## src/rtl/loopuart_pkg.sv

```systemverilog
package loopuart_pkg;
  localparam logic [2:0] OFS_DATA = 3'd0;
  localparam logic [2:0] OFS_IER  = 3'd1;
  localparam logic [2:0] OFS_FCR  = 3'd2;
  localparam logic [2:0] OFS_LCR  = 3'd3;
  localparam logic [2:0] OFS_MCR  = 3'd4;
  localparam logic [2:0] OFS_LSR  = 3'd5;
  localparam logic [2:0] OFS_MSR  = 3'd6;
  localparam logic [2:0] OFS_SCR  = 3'd7;

  // interrupt enable bit positions
  localparam int EN_RXDATA = 0;
  localparam int EN_TXEMPTY = 1;
  localparam int EN_LINE = 2;
  localparam int EN_MODEM = 3;

  function automatic logic [7:0] trig_decode(input logic [1:0] code);
    case (code)
      2'd0: return 8'd1;
      2'd1: return 8'd4;
      2'd2: return 8'd8;
      default: return 8'd14;
    endcase
  endfunction
endpackage

```

## src/rtl/loopuart_fifo.sv

```systemverilog
module loopuart_fifo #(
  parameter int DATA_W = 8,
  parameter int DEPTH  = 16,
  localparam int PTR_W = $clog2(DEPTH),
  localparam int CNT_W = $clog2(DEPTH + 1)
) (
  input  logic              clk,
  input  logic              rst,
  input  logic              clr,
  input  logic              push,
  input  logic              pop,
  input  logic [DATA_W-1:0] wdata,
  output logic [DATA_W-1:0] rdata,
  output logic [CNT_W-1:0]  count
);
  logic [DATA_W-1:0] mem [DEPTH];
  logic [PTR_W-1:0] head_q, tail_q;
  logic [CNT_W-1:0] cnt_q;

  // storage has no reset so it maps onto plain RAM
  always_ff @(posedge clk) begin
    if (push) mem[head_q] <= wdata;
  end

  always_ff @(posedge clk) begin
    if (rst || clr) begin
      head_q <= '0;
      tail_q <= '0;
      cnt_q  <= '0;
    end else begin
      if (push) head_q <= head_q + PTR_W'(1);
      if (pop)  tail_q <= tail_q + PTR_W'(1);
      cnt_q <= cnt_q + CNT_W'(push) - CNT_W'(pop);
    end
  end

  assign rdata = mem[tail_q];
  assign count = cnt_q;
endmodule

```

## src/rtl/loopuart_status.sv

```systemverilog
module loopuart_status #(
  parameter int CNT_W = 5
) (
  input  logic [3:0]       ier,
  input  logic [7:0]       mcr,
  input  logic             overrun,
  input  logic [CNT_W-1:0] count,
  input  logic [CNT_W-1:0] trig,
  input  logic [CNT_W-1:0] fmax,
  output logic [7:0]       iir,
  output logic [7:0]       lsr,
  output logic [7:0]       msr
);
  import loopuart_pkg::*;
  logic empty;
  assign empty = (count == '0);

  always_comb begin
    if (ier[EN_LINE] && overrun)                iir = 8'hC6;
    else if (ier[EN_RXDATA] && count >= trig)   iir = 8'hC4;
    else if (ier[EN_TXEMPTY] && empty)          iir = 8'hC2;
    else if (ier[EN_MODEM] && (mcr[1] | mcr[0])) iir = 8'hC0;
    else                                        iir = 8'hC1;
  end

  always_comb begin
    lsr = 8'h00;
    lsr[0] = !empty;
    lsr[1] = overrun;
    lsr[5] = empty;
    lsr[6] = empty;
  end

  always_comb begin
    msr = 8'hA2;
    if (!(mcr[5] && count >= fmax)) msr = msr | 8'h11;
  end
endmodule

```

## src/rtl/loopuart_regs.sv

```systemverilog
module loopuart_regs #(
  parameter int DEPTH = 16,
  localparam int DATA_W = 8,
  localparam int CNT_W = $clog2(DEPTH + 1)
) (
  input  logic              clk,
  input  logic              rst,
  input  logic [2:0]        addr,
  input  logic              wr_en,
  input  logic [DATA_W-1:0] wr_data,
  input  logic              rd_en,
  output logic [DATA_W-1:0] rd_data,
  output logic              irq
);
  import loopuart_pkg::*;

  logic [7:0] ier_q, lcr_q, mcr_q, scr_q;
  logic [15:0] div_q;
  logic fifo_en_q, overrun_q;
  logic [CNT_W-1:0] trig_q;
  logic [7:0] rd_q;
  logic irq_q;

  logic dlab, is_data;
  logic [CNT_W-1:0] fifo_count, fifo_max, count_next;
  logic [DATA_W-1:0] fifo_rdata;
  logic pop, push_ok, push_bad, clr;
  logic [7:0] iir_v, lsr_v, msr_v;
  logic irq_set;

  assign dlab     = lcr_q[7];
  assign is_data  = (addr == OFS_DATA) && !dlab;
  assign fifo_max = fifo_en_q ? CNT_W'(DEPTH) : CNT_W'(1);
  assign pop      = rd_en && is_data && (fifo_count != '0);
  assign push_ok  = wr_en && is_data && (fifo_count < fifo_max);
  assign push_bad = wr_en && is_data && !(fifo_count < fifo_max);
  assign clr      = wr_en && (addr == OFS_FCR) && (wr_data[1] | wr_data[2]);
  assign count_next = fifo_count + CNT_W'(push_ok) - CNT_W'(pop);

  loopuart_fifo #(.DATA_W(DATA_W), .DEPTH(DEPTH)) i_fifo (
    .clk(clk), .rst(rst), .clr(clr), .push(push_ok), .pop(pop),
    .wdata(wr_data), .rdata(fifo_rdata), .count(fifo_count)
  );

  loopuart_status #(.CNT_W(CNT_W)) i_status (
    .ier(ier_q[3:0]), .mcr(mcr_q), .overrun(overrun_q), .count(fifo_count),
    .trig(trig_q), .fmax(fifo_max), .iir(iir_v), .lsr(lsr_v), .msr(msr_v)
  );

  always_comb begin
    irq_set = 1'b0;
    if (push_ok && ier_q[EN_RXDATA] && count_next == trig_q) irq_set = 1'b1;
    if (push_bad && ier_q[EN_LINE]) irq_set = 1'b1;
    if (pop && !push_ok && fifo_count == CNT_W'(1) && ier_q[EN_TXEMPTY]) irq_set = 1'b1;
    if (wr_en && addr == OFS_IER && !dlab && wr_data[EN_TXEMPTY] && fifo_count == '0)
      irq_set = 1'b1;
    if (wr_en && addr == OFS_MCR && ier_q[EN_MODEM] && (wr_data[3] | wr_data[1] | wr_data[0]))
      irq_set = 1'b1;
  end

  // register writes
  always_ff @(posedge clk) begin
    if (rst) begin
      ier_q <= '0; lcr_q <= '0; mcr_q <= '0; scr_q <= '0;
      div_q <= '0; fifo_en_q <= 1'b1; overrun_q <= 1'b0;
      trig_q <= CNT_W'(1);
    end else begin
      if (push_ok)  overrun_q <= 1'b0;
      if (push_bad) overrun_q <= 1'b1;
      if (wr_en) begin
        case (addr)
          OFS_DATA: if (dlab) div_q[7:0] <= div_q[7:0] | wr_data;
          OFS_IER: begin
            if (dlab) div_q[15:8] <= div_q[15:8] | wr_data;
            else      ier_q <= wr_data;
          end
          OFS_FCR: begin
            fifo_en_q <= wr_data[0];
            trig_q <= wr_data[0] ? CNT_W'(trig_decode(wr_data[7:6])) : CNT_W'(1);
          end
          OFS_LCR: begin
            lcr_q <= wr_data;
            if (wr_data[7]) div_q <= '0;
          end
          OFS_MCR: mcr_q <= wr_data;
          OFS_SCR: scr_q <= wr_data;
          default: ;
        endcase
      end
    end
  end

  // registered read data and interrupt pulse
  always_ff @(posedge clk) begin
    if (rst) begin
      rd_q  <= '0;
      irq_q <= 1'b0;
    end else begin
      irq_q <= irq_set;
      if (rd_en) begin
        case (addr)
          OFS_DATA: rd_q <= dlab ? div_q[7:0] : ((fifo_count != '0) ? fifo_rdata : 8'h00);
          OFS_IER:  rd_q <= dlab ? div_q[15:8] : {4'h0, ier_q[3:0]};
          OFS_FCR:  rd_q <= iir_v;
          OFS_LCR:  rd_q <= lcr_q;
          OFS_MCR:  rd_q <= mcr_q;
          OFS_LSR:  rd_q <= lsr_v;
          OFS_MSR:  rd_q <= msr_v;
          default:  rd_q <= scr_q;
        endcase
      end
    end
  end

  assign rd_data = rd_q;
  assign irq = irq_q;
endmodule

```

## config.mk

```make
export PLATFORM = sky130hd
export DESIGN_NAME = loopuart_regs
export DESIGN_NICKNAME = d
export VERILOG_FILES = /design/src/rtl/loopuart_pkg.sv /design/src/rtl/loopuart_fifo.sv /design/src/rtl/loopuart_status.sv /design/src/rtl/loopuart_regs.sv
export SDC_FILE = /design/constraint.sdc
export NUM_CORES = 1
export LEC_CHECK = 0
export CAP_MARGIN = 20
export CORE_ASPECT_RATIO = 2
export CORE_UTILIZATION = 54
export CTS_BUF_LIST = sky130_fd_sc_hd__clkbuf_4 sky130_fd_sc_hd__clkbuf_8
export CTS_CLUSTER_DIAMETER = 200
export DETAILED_ROUTE_END_ITERATION = 8
export PLACE_DENSITY = 0.74
export SYNTH_ARGS = -nofsm -noshare
export SYNTH_HDL_FRONTEND = slang
export SYNTH_SLANG_ARGS = --single-unit
```

## constraint.sdc

```tcl
create_clock -name clk -period 3.3 [get_ports clk]
set_input_delay 0.33 -clock clk [delete_from_list [all_inputs] [get_ports clk]]
set_output_delay 0.33 -clock clk [all_outputs]
set_load 0.01 [all_outputs]
```

==> qor.log <==
qor: routing.number_of_optimization_iterations_in_the_first_detailed_route_pass 5
qor: logic_synthesis.synth_xor_xnor_area_share 1.00%
qor: logic_synthesis.netlist_area 8750 sq um
qor: routing.drt.antenna.violating_nets 0
qor: power.p_switching 1.25 mW
qor: job.max-cap-violations 0
qor: power.worst_ir_drop_vdd 0.439 mV
qor: cells_and_area.area_of_all_sequential_standard_cells 5370 sq um
qor: global_route.grt_antenna_before_repair 0
qor: sta.timing_hold_violations_final 0
qor: sta.layout_min_cycle_time 3.07 ns
qor: cells_and_area.multi_input_area 3150 sq um
qor: floorplanning.io_pins 24
qor: cells_and_area.antenna_cells 0
qor: floorplanning.initial_core_util 55.5%
qor: logic_synthesis.yosys-top-cells-area sky130_fd_sc_hd__edfxtp_1 (44%), sky130_fd_sc_hd__dfxtp_1 (17%), sky130_fd_sc_hd__mux4_2 (8.5%)
qor: worst_setup_path.critical_path.top_delay_family adder cells
qor: sta.worst_slew_pin_slew 1.08 ns
qor: clocking.clockBufferDepth 3
qor: logic_synthesis.seq_area_frac_synth 61.3%
qor: routing.routed_via_density 6.13
qor: logic_synthesis.synth-warning-count 0
qor: worst_setup_path.worstSetupPathType register to register
qor: logic_synthesis.synth_top_flop_cell sky130_fd_sc_hd__edfxtp_1
qor: worst_setup_path.critPathCaptureType register
qor: cells_and_area.utilization 63.3%
qor: clocking.clk_pin_slew 0.07 ns
qor: clocking.cts.sinks 204
qor: global_route.grt_first_pass_wirelength 33800 um
qor: routing.initialDrtViolationCount 396
qor: power.power.share.sequential 53.6%
qor: clocking.ctsHtreeMaxLevel 1
qor: global_route.gr-usage-met2 52.4%
qor: logic_synthesis.postSynthRegisterBits 204
qor: sta.post-route-period-util 93.1%
qor: logic_synthesis.syn-mean-instance-area 12.7 sq um
qor: global_route.grt_max_degree 37
qor: sta.finalClockSkew 0.00653 ns
qor: routing.routed_wl 22400 um
qor: sta.final_max_tran_viols 0
qor: worst_setup_path.start_kind register
qor: global_route.grtUsageMet3 3.22%
qor: floorplanning.die_height 182 um
qor: power.power.total 5.20 mW
qor: global_route.grt_util_met1 27.1%
qor: cells_and_area.syn_to_final_growth 14.2%
qor: clocking.clock_latency 0.52 ns
qor: routing.detailroute.via_count 5919
qor: placement.detailed_placer_s_ending_hpwl 16400 um
qor: worst_setup_path.arrival 3.50 ns
qor: global_route.grt_use_total 27.3%
qor: clocking.cts_inserted_buffers 26
qor: placement.place.port_buffers 23
qor: routing.route.detailed.drc 0
qor: placement.gp_routability_congestion 0.998
qor: power.comb_power_share 11.4%
qor: logic_synthesis.netlist-cell-type-count 59
qor: power.internal_power 3.95 mW
qor: worst_setup_path.worst_ep_required_time 3.73 ns
qor: sta.max_freq 0.326 GHz
qor: logic_synthesis.synth_top_family_by_area simple AND/OR/NAND/NOR gates
qor: power.clockPowerShare 35.0%
qor: power.total_leakage_power 3.29 nW
qor: power.netSwitchingFraction 24.1%
qor: logic_synthesis.post-synth-top-area-fraction 43.9%
qor: sta.number_of_setup_violations_in_the_final_report 0
qor: clocking.post-cts-setup-buffer-count 0
qor: logic_synthesis.synth_edf_count 128
qor: worst_setup_path.cp_slowest_cell sky130_fd_sc_hd__fa_1
qor: worst_hold_path.hold_class register to register
qor: logic_synthesis.synth_fp_nets 724
qor: clocking.ctsRootBufferMaster sky130_fd_sc_hd__clkbuf_8
qor: worst_setup_path.worst-path-max-fanout 12
qor: global_route.first_global_vias 6133
qor: cells_and_area.drive_gt1_share 19.1%
qor: logic_synthesis.syn-instance-count 688
qor: cells_and_area.layout.filler_cells 1224
qor: logic_synthesis.synth_area_leader_cell sky130_fd_sc_hd__edfxtp_1
qor: sta.slew_headroom 27.7%
qor: floorplanning.fp.coreArea 15800 sq um
qor: power.power_per_cell_area 521 nW/um^2
qor: logic_synthesis.synth_mux_area_share 11.2%
qor: worst_setup_path.max_stage_delay 0.56 ns
qor: worst_setup_path.cp_cell_sequence inv_1, ha_1, nand2b_1, a31oi_2, nor3_4, inv_2, buf_4, ha_1, inv_1, fa_1, xnor2_1, and4_1, nand4b_1, o31ai_1
qor: logic_synthesis.synth_compound_gate_area_share 8.78%
qor: logic_synthesis.synth_async_sr_flop_share 0%
qor: worst_setup_path.reg2reg_setup_slack 0.23 ns
qor: outcome.status completed
qor: sta.unrepaired_setup_endpoints_after_global_routing false
qor: clocking.clock_tree_from_tritoncts yes
qor: worst_setup_path.worst_path_buf_inv 4
qor: global_route.global_route.overflow_total 0
qor: logic_synthesis.synthSimpleGateAreaFrac 11.3%
qor: routing.wl_per_cell 23.2 um
qor: cells_and_area.net_total_in_the_final_layout 783
qor: logic_synthesis.synth-adder-area-share 3.09%
qor: floorplanning.num_rows 65
qor: floorplanning.die_w 92.0 um
qor: global_route.gr-max-usage-layer met2
qor: floorplanning.design.die.area 16800 sq um
==> tightest hold or removal path, stage by stage, from the launching register on <==
cell and delay, ns:
sky130_fd_sc_hd__dfxtp_1 0.31, sky130_fd_sc_hd__nand2_1 0.05, sky130_fd_sc_hd__a21oi_1 0.05
==> logic make-up (layout without fill, tap and decap cells) <==
family,count (synthesis),after routing
AO/OA/AOI/OAI,124,124
flip-flops,204,204
buffers and inverters,68,144
XOR/XNOR,10,10
adder cells (fa/ha/maj),21,21
AND/OR/NAND/NOR,205,205
multiplexers,56,56
==> sequential cells by signal, summed over array words and instances, names as in the netlist, named ones only <==
| name | cells |
|---|---|
| i_fifo.count | 5 |
| fifo_en_q | 1 |
| i_fifo.mem | 128 |
| irq | 1 |
| trig_q | 4 |
| lcr_q | 8 |
| overrun_q | 1 |
| scr_q | 8 |
| div_q | 16 |
| ier_q | 4 |
| rd_data | 8 |
| i_fifo.tail_q | 4 |
| i_fifo.head_q | 4 |
| mcr_q | 8 |
==> layer usage <==
metal	routed length [um]	share of wire [%]
met5	0	0
met4	1560	7.0
met3	1070	4.8
met2	12400	56
met1	7290	33
==> cells in the final DEF, fill, tap and decap left out, drive strengths merged, types with 2 or more instances in the layout <==
cell and n:
a31oi 6, a32oi 2, inv 28, o31ai 3, a2111oi 2, clkbuf 37, edfxtp 128, a21oi 65
or3 4, o21ai 14, nand2b 6, nor3 13, ha 20, nand3 19, xnor2 6, mux2 5
nand4 7, buf 46, nor2b 10, nand2 84, mux4 33, a22oi 4, nor4b 3, o221ai 8
nor4 11, a211oi 2, xor2 4, clkdlybuf4s50 23, o211ai 7, dfxtp 76, nor2 43, mux2i 18
clkinv 9, a221oi 3
==> worst paths after layout <==
check	from	end	cells after the start
max	i_fifo.count[0]	irq	14
min	mcr_q[7]	mcr_q[7]	2
max reg2reg	i_fifo.count[0]	irq	14
min reg2reg	mcr_q[7]	mcr_q[7]	2
==> final cells by class <==
type	instances	area share, %
well taps	201	2.52
clock inverters	8	0.664
repair buffers	69	5.89
clock buffers	37	4.53
multi-input cells	416	31.6
flip-flops and latches	204	53.7
inverters	30	1.13
==> Yosys cell counts (2+ instances only) <==
cell	n
sky130_fd_sc_hd__buf_4	2
sky130_fd_sc_hd__clkbuf_1	14
sky130_fd_sc_hd__nand2b_1	6
sky130_fd_sc_hd__nor3_1	12
sky130_fd_sc_hd__nor2b_1	10
sky130_fd_sc_hd__nor4_1	10
sky130_fd_sc_hd__nand2_1	84
sky130_fd_sc_hd__dfxtp_1	76
sky130_fd_sc_hd__nand4_1	7
sky130_fd_sc_hd__xor2_1	4
sky130_fd_sc_hd__mux2i_1	18
sky130_fd_sc_hd__a21oi_1	64
sky130_fd_sc_hd__buf_1	5
sky130_fd_sc_hd__edfxtp_1	128
sky130_fd_sc_hd__inv_2	3
sky130_fd_sc_hd__o21ai_0	11
sky130_fd_sc_hd__inv_1	25
sky130_fd_sc_hd__a2111oi_0	2
sky130_fd_sc_hd__o21ai_1	3
sky130_fd_sc_hd__o31ai_1	3
sky130_fd_sc_hd__o221ai_1	7
sky130_fd_sc_hd__or3_1	4
sky130_fd_sc_hd__nand3_1	19
sky130_fd_sc_hd__a31oi_1	6
sky130_fd_sc_hd__clkinv_1	2
sky130_fd_sc_hd__xnor2_1	6
sky130_fd_sc_hd__a22oi_1	4
sky130_fd_sc_hd__nor2_1	43
sky130_fd_sc_hd__buf_2	16
sky130_fd_sc_hd__a32oi_1	2
sky130_fd_sc_hd__mux4_2	33
sky130_fd_sc_hd__ha_1	20
sky130_fd_sc_hd__a211oi_1	2
sky130_fd_sc_hd__a221oi_1	3
sky130_fd_sc_hd__mux2_2	4
sky130_fd_sc_hd__o211ai_1	7
==> repair_timing <==
action	CTS	global route
gates resized for setup	0	2
endpoints found under the setup margin	0	1
hold endpoints to repair	0	0
hold buffers	0	0
==> power by group through the flow <==
stage               sequential (mW)  combinational, mW  clock (mW)
global route                   2.79              0.638        1.96
detailed placement             2.84              0.574           0
CTS                            2.79              0.576        1.85
floorplan                      2.83              0.359           0
finish                         2.79              0.591        1.82
global placement               2.84              0.560           0
==> stage by stage <==
step,worst slack (ns),setup TNS [ns],hold WS [ns],cell area (sq um),instances
after floorplan,0.126,0,0.429,8750,688
after global routing,0.0399,0,0.485,9990,965
final,0.229,0,0.463,9990,965
after global placement,-0.0242,-0.0242,0.444,9460,920
after detailed placement,-0.0551,-0.0551,0.452,9460,920
after CTS,0.131,0,0.461,9980,965
(Power assumes the default switching activity.)
